===== src/rtl/ebus_rd_pkg.sv =====
package ebus_rd_pkg;

    typedef enum logic [2:0] {
        ST_IDLE,
        ST_ALIGN,
        ST_LEAD,
        ST_ACT,
        ST_TRAIL
    } seq_st_e;

endpackage


===== src/rtl/ebus_busclk.sv =====
module ebus_busclk (
    input  logic clk,
    input  logic rst_n,
    input  logic half_en,
    output logic phase_hi,
    output logic align_ok,
    output logic clk_out
);

    typedef struct packed {
        logic div;
    } clk_state_t;

    clk_state_t clk_d, clk_q;

    always_comb begin
        clk_d = clk_q;
        if (half_en) begin
            clk_d.div = ~clk_q.div;
        end else begin
            clk_d.div = 1'b0;
        end
    end

    always_ff @(posedge clk or negedge rst_n) begin
        if (!rst_n) begin
            clk_q <= '0;
        end else begin
            clk_q <= clk_d;
        end
    end

    assign phase_hi = clk_q.div;
    // A lead phase may start at the next edge only if the divided clock rises there.
    assign align_ok = ~half_en | ~clk_q.div;
    assign clk_out  = half_en ? clk_q.div : clk;

    AST_HALF_TOGGLES: assert property (@(posedge clk) disable iff (!rst_n)
        $past(half_en) && half_en |-> clk_q.div != $past(clk_q.div));

endmodule


===== src/rtl/ebus_rd_core.sv =====
module ebus_rd_core
    import ebus_rd_pkg::*;
#(
    parameter int AW     = 20,
    parameter int DW     = 32,
    parameter int LEAD_W = 2,
    parameter int ACT_W  = 3,
    parameter int TRL_W  = 2
) (
    input  logic              clk,
    input  logic              rst_n,
    input  logic [LEAD_W-1:0] cfg_lead,
    input  logic [ACT_W-1:0]  cfg_active,
    input  logic [TRL_W-1:0]  cfg_trail,
    input  logic              cfg_use_rdy,
    input  logic              cfg_wide,
    input  logic              align_ok,
    input  logic              req_valid,
    input  logic [AW-1:0]     req_addr,
    output logic              req_ack,
    output logic [DW-1:0]     req_data,
    output logic              bus_cs_n,
    output logic [AW-1:0]     bus_addr,
    output logic              bus_rd_n,
    output logic              wide_mode,
    input  logic [DW-1:0]     bus_din,
    input  logic              bus_rdy
);

    localparam int LA_W  = (LEAD_W > ACT_W) ? LEAD_W : ACT_W;
    localparam int CNT_W = (LA_W > TRL_W) ? LA_W : TRL_W;
    localparam int HW    = DW / 2;

    typedef struct packed {
        seq_st_e          st;
        logic [CNT_W-1:0] cnt;
        logic [CNT_W-1:0] lead;
        logic [CNT_W-1:0] act;
        logic [CNT_W-1:0] trl;
        logic             use_rdy;
        logic             wide;
        logic [AW-1:0]    pend;
        logic [AW-1:0]    addr;
        logic             cs_n;
        logic             rd_n;
        logic             ack;
        logic [DW-1:0]    data;
    } seq_state_t;

    seq_state_t seq_d, seq_q;

    function automatic logic [CNT_W-1:0] at_least_one(input logic [CNT_W-1:0] v);
        return (v == '0) ? CNT_W'(1) : v;
    endfunction

    always_comb begin
        seq_d     = seq_q;
        seq_d.ack = 1'b0;
        unique case (seq_q.st)
            ST_IDLE: begin
                if (req_valid && !seq_q.ack) begin
                    seq_d.lead    = at_least_one(CNT_W'(cfg_lead));
                    seq_d.act     = at_least_one(CNT_W'(cfg_active));
                    seq_d.trl     = at_least_one(CNT_W'(cfg_trail));
                    seq_d.use_rdy = cfg_use_rdy;
                    seq_d.wide    = cfg_wide;
                    seq_d.pend    = req_addr;
                    if (align_ok) begin
                        seq_d.st   = ST_LEAD;
                        seq_d.cnt  = at_least_one(CNT_W'(cfg_lead)) - CNT_W'(1);
                        seq_d.addr = req_addr;
                        seq_d.cs_n = 1'b0;
                    end else begin
                        seq_d.st = ST_ALIGN;
                    end
                end
            end
            ST_ALIGN: begin
                seq_d.st   = ST_LEAD;
                seq_d.cnt  = seq_q.lead - CNT_W'(1);
                seq_d.addr = seq_q.pend;
                seq_d.cs_n = 1'b0;
            end
            ST_LEAD: begin
                if (seq_q.cnt == '0) begin
                    seq_d.st   = ST_ACT;
                    seq_d.cnt  = seq_q.act - CNT_W'(1);
                    seq_d.rd_n = 1'b0;
                end else begin
                    seq_d.cnt = seq_q.cnt - CNT_W'(1);
                end
            end
            ST_ACT: begin
                if (seq_q.cnt != '0) begin
                    seq_d.cnt = seq_q.cnt - CNT_W'(1);
                end else if (!seq_q.use_rdy || bus_rdy) begin
                    seq_d.st   = ST_TRAIL;
                    seq_d.cnt  = seq_q.trl - CNT_W'(1);
                    seq_d.rd_n = 1'b1;
                    seq_d.data = seq_q.wide ? bus_din : DW'(bus_din[HW-1:0]);
                end
            end
            ST_TRAIL: begin
                if (seq_q.cnt == '0) begin
                    seq_d.st      = ST_IDLE;
                    seq_d.cs_n    = 1'b1;
                    seq_d.addr[0] = 1'b1;
                    seq_d.ack     = 1'b1;
                end else begin
                    seq_d.cnt = seq_q.cnt - CNT_W'(1);
                end
            end
            default: begin
                seq_d.st   = ST_IDLE;
                seq_d.cs_n = 1'b1;
                seq_d.rd_n = 1'b1;
            end
        endcase
    end

    always_ff @(posedge clk or negedge rst_n) begin
        if (!rst_n) begin
            seq_q <= '{st: ST_IDLE, cnt: '0, lead: CNT_W'(1), act: CNT_W'(1),
                       trl: CNT_W'(1), use_rdy: 1'b0, wide: 1'b0, pend: '0,
                       addr: AW'(1), cs_n: 1'b1, rd_n: 1'b1, ack: 1'b0, data: '0};
        end else begin
            seq_q <= seq_d;
        end
    end

    assign req_ack   = seq_q.ack;
    assign req_data  = seq_q.data;
    assign bus_cs_n  = seq_q.cs_n;
    assign bus_addr  = seq_q.addr;
    assign bus_rd_n  = seq_q.rd_n;
    assign wide_mode = seq_q.wide;

    AST_NO_RDY_NO_STRETCH: assert property (@(posedge clk) disable iff (!rst_n)
        seq_q.st == ST_ACT && seq_q.cnt == '0 && !seq_q.use_rdy |=> bus_rd_n);
    AST_RDY_LOW_STRETCH: assert property (@(posedge clk) disable iff (!rst_n)
        !bus_rd_n && seq_q.cnt == '0 && seq_q.use_rdy && !bus_rdy |=> !bus_rd_n);
    AST_NARROW_UPPER_ZERO: assert property (@(posedge clk) disable iff (!rst_n)
        req_ack && !seq_q.wide |-> req_data[DW-1:HW] == '0);
    AST_CFG_HELD: assert property (@(posedge clk) disable iff (!rst_n)
        !bus_cs_n && $past(!bus_cs_n) |-> $stable(seq_q.act) && $stable(seq_q.trl));

endmodule


===== src/rtl/ebus_rd_seq.sv =====
module ebus_rd_seq #(
    parameter int AW     = 20,
    parameter int DW     = 32,
    parameter int LEAD_W = 2,
    parameter int ACT_W  = 3,
    parameter int TRL_W  = 2
) (
    input  logic              clk,
    input  logic              rst_n,
    input  logic [LEAD_W-1:0] cfg_lead,
    input  logic [ACT_W-1:0]  cfg_active,
    input  logic [TRL_W-1:0]  cfg_trail,
    input  logic              cfg_use_rdy,
    input  logic              cfg_wide,
    input  logic              cfg_half_clk,
    input  logic              req_valid,
    input  logic [AW-1:0]     req_addr,
    output logic              req_ack,
    output logic [DW-1:0]     req_data,
    output logic              bus_clk_o,
    output logic              bus_cs_n,
    output logic [AW-1:0]     bus_addr,
    output logic              bus_rd_n,
    output logic              bus_rnw,
    output logic              bus_we0_n,
    output logic              bus_we1_n,
    input  logic [DW-1:0]     bus_din,
    input  logic              bus_rdy
);

    logic phase_hi;
    logic align_ok;
    logic wide_mode;

    ebus_busclk u_busclk (
        .clk      (clk),
        .rst_n    (rst_n),
        .half_en  (cfg_half_clk),
        .phase_hi (phase_hi),
        .align_ok (align_ok),
        .clk_out  (bus_clk_o)
    );

    ebus_rd_core #(
        .AW     (AW),
        .DW     (DW),
        .LEAD_W (LEAD_W),
        .ACT_W  (ACT_W),
        .TRL_W  (TRL_W)
    ) u_core (
        .clk         (clk),
        .rst_n       (rst_n),
        .cfg_lead    (cfg_lead),
        .cfg_active  (cfg_active),
        .cfg_trail   (cfg_trail),
        .cfg_use_rdy (cfg_use_rdy),
        .cfg_wide    (cfg_wide),
        .align_ok    (align_ok),
        .req_valid   (req_valid),
        .req_addr    (req_addr),
        .req_ack     (req_ack),
        .req_data    (req_data),
        .bus_cs_n    (bus_cs_n),
        .bus_addr    (bus_addr),
        .bus_rd_n    (bus_rd_n),
        .wide_mode   (wide_mode),
        .bus_din     (bus_din),
        .bus_rdy     (bus_rdy)
    );

    // Read-only sequencer: direction line and low write enable stay inactive.
    assign bus_rnw   = 1'b1;
    assign bus_we0_n = 1'b1;
    assign bus_we1_n = wide_mode ? 1'b1 : bus_addr[0];

    AST_RD_WITHIN_CS: assert property (@(posedge clk) disable iff (!rst_n)
        !bus_rd_n |-> !bus_cs_n);
    AST_IDLE_A0_HIGH: assert property (@(posedge clk) disable iff (!rst_n)
        bus_cs_n |-> bus_addr[0]);
    AST_ADDR_HELD: assert property (@(posedge clk) disable iff (!rst_n)
        !bus_cs_n && $past(!bus_cs_n) |-> $stable(bus_addr));
    AST_LEAD_ON_BUS_RISE: assert property (@(posedge clk) disable iff (!rst_n)
        $fell(bus_cs_n) && cfg_half_clk && $past(cfg_half_clk) |-> phase_hi);
    AST_ACK_SINGLE: assert property (@(posedge clk) disable iff (!rst_n)
        req_ack |=> !req_ack);
    AST_ACK_AFTER_CS: assert property (@(posedge clk) disable iff (!rst_n)
        $rose(req_ack) |-> $rose(bus_cs_n));

endmodule


===== config.mk =====
export PLATFORM = sky130hd
export DESIGN_NAME = ebus_rd_seq
export DESIGN_NICKNAME = d
export VERILOG_FILES = /design/src/rtl/ebus_rd_pkg.sv /design/src/rtl/ebus_busclk.sv /design/src/rtl/ebus_rd_core.sv /design/src/rtl/ebus_rd_seq.sv
export SDC_FILE = /design/constraint.sdc
export NUM_CORES = 1
export LEC_CHECK = 0
export ABC_AREA = 1
export BUFFER_PORTS_ARGS = -buffer_cell sky130_fd_sc_hd__buf_4
export CORE_MARGIN = 5
export CORE_UTILIZATION = 49
export DETAILED_ROUTE_END_ITERATION = 12
export PLACE_DENSITY = 0.84
export SYNTH_ARGS = -nofsm -noshare
export SYNTH_HDL_FRONTEND = slang
export SYNTH_HIERARCHICAL = 1
export SYNTH_SLANG_ARGS = --single-unit

===== constraint.sdc =====
create_clock -name clk -period 2.4 [get_ports clk]
set_clock_uncertainty 0.05 [all_clocks]
set_input_delay 0.12 -clock clk [delete_from_list [all_inputs] [get_ports clk]]
set_output_delay 0.12 -clock clk [all_outputs]
set_load 0.005 [all_outputs]

# --- Word-level counts from Yosys, hierarchy flattened ---
# Index checks and enable logic that the tools add are counted.
op_classes:
  bitwise: 6
  reduce_logical: 23
  muxes: 30
  n_addsub: 5
  eq_ne: 12
op_table:
  columns: ["operator", "count"]
  rows:
  - ["$mux 58", 1]
  - ["$pmux 19 s2", 1]
  - ["$mux 32", 1]
  - ["$pmux 3 s5", 2]
  - ["$mux 3", 8]
  - ["$mux 21", 1]
  - ["$sub 3x1->3 const B", 5]
  - ["$reduce_and 4->1", 3]
  - ["$reduce_and 5->1", 2]
  - ["$logic_not 3->1", 3]
  - ["$mux 1", 8]
  - ["$mux 2", 4]
  - ["$ne 2x1->1 const B", 4]
  - ["$eq 3x2->1 const B", 2]
  - ["$mux 6", 1]
  - ["$ne 2x2->1 const B", 3]
  - ["$pmux 1 s3", 2]
  - ["$reduce_and 3->1", 2]
  - ["$reduce_bool 3->1", 2]
  - ["$not 1->1", 5]
  - ["$reduce_bool 5->1", 1]
  - ["$logic_not 2->1", 2]
  - ["$pmux 1 s4", 1]
  - ["$eq 3x1->1 const B", 1]
  - ["10 further kinds", 11]
word_totals:
  inputBits: 66
  reg_bits: 93
  output_inout_bits: 59
  wordCells: 91

# --- Logic depth before layout (Yosys ltp) ---
logic_depth:
  ltp_word: 6
  depth_mapped: 11

# --- Cells and area by module ---
# The synthesis kept the hierarchy.
modules_own_cells:
  columns: ["mod", "cells_per_inst", "n_inst", "area_per_inst_um2"]
  rows:
  - ["ebus_rd_core", 558, 1, 4595.7]
  - ["ebus_busclk", 6, 1, 43.8]
  - ["ebus_rd_seq", 6, 1, 30.0]

==> flow_summary.yaml <==
synth:
  avgSynthCellArea_sq_um: 8.19
  synth_area_leaders: "dfrtp_1 (46%), nand2_1 (12%), buf_4 (9.2%)"
  yosys.area.top_type: "dfrtp_1"
  syn_area_sq_mm: 0.00467
  ys_seq_area_frac: 0.489
  yosysWarnings: 6
  synth_cells: 570
  synth.top_cell.area_share: 0.456
  yosys.cell_types.count: 28
  ys_seq_elements: 91
drt:
  detail_route.first_pass.iterations: 5
  num_vias: 4174
  wl_microns: 12300
  vias_per_cell: 5.02
  wl_per_cell_microns: 14.8
  post-route-drc-count: 0
  drt_iter0_drc: 302
  final_antenna_net_count: 0
timing:
  holdWs_ns: 0.0719
  fin_crit_sh: 0.898
  slew_headroom: 0.575
  final_hold_viol_count: 0
  max_freq_ghz: 0.464
  fin_crit_ns: 2.16
  setup_tns_ns: 0
  setup-violations-final: 0
  worst_pin_slew_ns: 0.637
  slew_viol_final: 0
  grt_setup_unrepaired: "false"
grt:
  overflow: 0
  grt_max_degree: 92
  grt_pass1_vias: 4136
  antenna_found_initial: 0
  grt_pass1_wl_microns: 19700
  grt.total_usage: 0.215
flow_run:
  max_cap_viol_count: 0
floorplan:
  die_h_microns: 108
  start_util: 0.503
  die-area_sq_mm: 0.0116
  io_pins: 125
  die_x_microns: 108
  coreArea_sq_mm: 0.00928
  row_count: 35
cts:
  clk_pin_slew_ns: 0.09
  cts_tree: "yes"
  post_cts_buffers: 0
  clock_latency_ns: 0.46
power:
  ir_drop_v: 0.000686
  power.internal_mw: 4.38
  switching_power_mw: 2.87
  switching_share: 0.396
  p_comb_frac: 0.449
  leakage_nw: 3.12
  pwr-share-seq: 0.386
  power_frac_clock: 0.165
  powerDensity_mw_per_mm2: 1190
finish:
  mostFrequentLayoutCell: "nand2_1"
  final_cell_mix: "nand2_1 (148), buf_4 (127), dfrtp_1 (85), dlygate4sd3_1 (64), o21ai_0 (52)"
  nets: 769
  multiInputGateArea_sq_mm: 0.00163
  synthToLayoutAreaGrowth_pct: 30.9
  drive_above_1_share: 0.246
  register_area_sq_mm: 0.00228
  fillers: 771
worst_setup_path:
  crit_chain: "nor2_4 -> nand2_2 -> nor2_4 -> nand2_1 -> o221ai_1 -> dlygate4sd3_1"
  cp_common_cell: "nor2_4"
  worst_setup_path_end_kind: "register"
  slowest_delay_ns: 0.57
  startpoint_type: "register"
  cp_max_fo: 14
  path_delay_family: "simple AND/OR/NAND/NOR gates"
  required_ns: 2.75
  crit_type: "reg -> reg"
  arrival_ns: 2.51
  slowest_stage: "dlygate4sd3_1"
  crit_buf_inv: 1
worst_hold_path:
  hold_path_class: "in -> reg"
placed_design:
  io_buffers: 122
  dpl.hpwl_microns: 7580
  gp_congestion: 0.792
run_status:
  status: "finished clean"
==> worst register-to-register path, cell delays in order, from the launching register on <==
cell	delay, ns
dfrtp_1	0.52
nor2_4	0.20
nand2_2	0.13
nor2_4	0.34
nand2_1	0.13
o221ai_1	0.16
dlygate4sd3_1	0.57
==> cell type report <==
cell class,instances,area share
sequential,91,0.374
antenna,1,0.000409
clock inverter,5,0.00880
inverter,50,0.0307
tap,129,0.0264
clock buffer,14,0.0305
multi-input combinational,351,0.267
timing repair buffer,191,0.263
==> kinds of logic (layout without fill, tap and decap cells) <==
family / count (synthesis) / in the layout / synth area share
simple gates: 237 / 238 / 0.214
buf+inv: 130 / 260 / 0.164
compound gates: 105 / 105 / 0.117
flops: 91 / 91 / 0.489
fa+ha+maj: 5 / 5 / 0.0134
other cells: 1 / 3 / 0.000803
xor+xnor: 1 / 1 / 0.00188
==> registers in the layout, indices dropped and copies added, names as in the netlist <==
| register | flops |
|---|---|
| u_busclk/phase_hi | 1 |
| u_core/bus_addr | 20 |
| u_core/bus_cs_n | 1 |
| u_core/bus_rd_n | 1 |
| u_core/req_ack | 1 |
| u_core/req_data | 32 |
| u_core/seq_q | 34 |
| u_core/wide_mode | 1 |
==> power by group through the flow <==
stage	clock, mW	combinational (mW)	sequential [mW]
floorplan	0.00862	2.61	2.61
global placement	0.0199	2.98	2.77
detailed placement	0.0199	3.10	2.80
CTS	1.22	3.21	2.78
global route	1.30	3.65	2.89
finish	1.19	3.26	2.80
==> metal layers <==
metal / track usage / up-vias / wire length [microns]
li1: - / 2008 / -
met1: 0.280 / 1967 / 5160
met2: 0.342 / 169 / 5920
met3: 0.0528 / 30 / 885
met4: 0.0884 / 0 / 321
met5: 0 / - / 0
==> cells in the mapped netlist, drive strengths merged <==
| cell type | n |
|---|---|
| nor2 | 53 |
| nand4 | 1 |
| inv | 50 |
| nand2 | 153 |
| xor2 | 1 |
| conb | 1 |
| nand3 | 28 |
| a21oi | 21 |
| clkbuf | 7 |
| nand3b | 2 |
| buf | 73 |
| o21ai | 74 |
| o21a | 1 |
| o211ai | 1 |
| o221ai | 1 |
| ha | 5 |
| dfrtp | 85 |
| a31oi | 7 |
| dfstp | 6 |
==> worst paths after layout <==
kind                              startpoint             endpoint  slack [ns]  cells past startpoint
max in group asynchronous              rst_n     u_core/seq_q[83]        1.72                      3
min in group asynchronous              rst_n  u_core/req_data[18]        0.20                      3
hold reg to reg            u_busclk/phase_hi    u_busclk/phase_hi        0.39                      1
hold / removal                     req_valid   u_core/bus_addr[0]        0.07                      7
setup reg to reg            u_core/seq_q[89]     u_core/seq_q[80]        0.24                      6
setup / recovery            u_core/seq_q[89]     u_core/seq_q[80]        0.24                      6
==> stage by stage <==
step / instances / util / worst slack, ns / total power, mW / area (sq um)
2_1_floorplan: 571 / - / 0.815 / 5.23 / 4670
3_3_place_gp: 748 / 0.563 / 0.527 / 5.77 / 5230
3_5_place_dp: 748 / 0.563 / 0.426 / 5.92 / 5230
4_1_cts: 830 / 0.657 / 0.134 / 7.22 / 6100
5_1_grt: 831 / 0.658 / 0.135 / 7.84 / 6110
6_report: 832 / 0.658 / 0.244 / 7.25 / 6110
==> what timing repair did <==
item / CTS / global route
hold buffers: 64 / 0
endpoints found under the hold margin: 154 / 0
resized for setup: 0 / 0
setup endpoints to repair: 0 / 1
(Power assumes the default switching activity.)
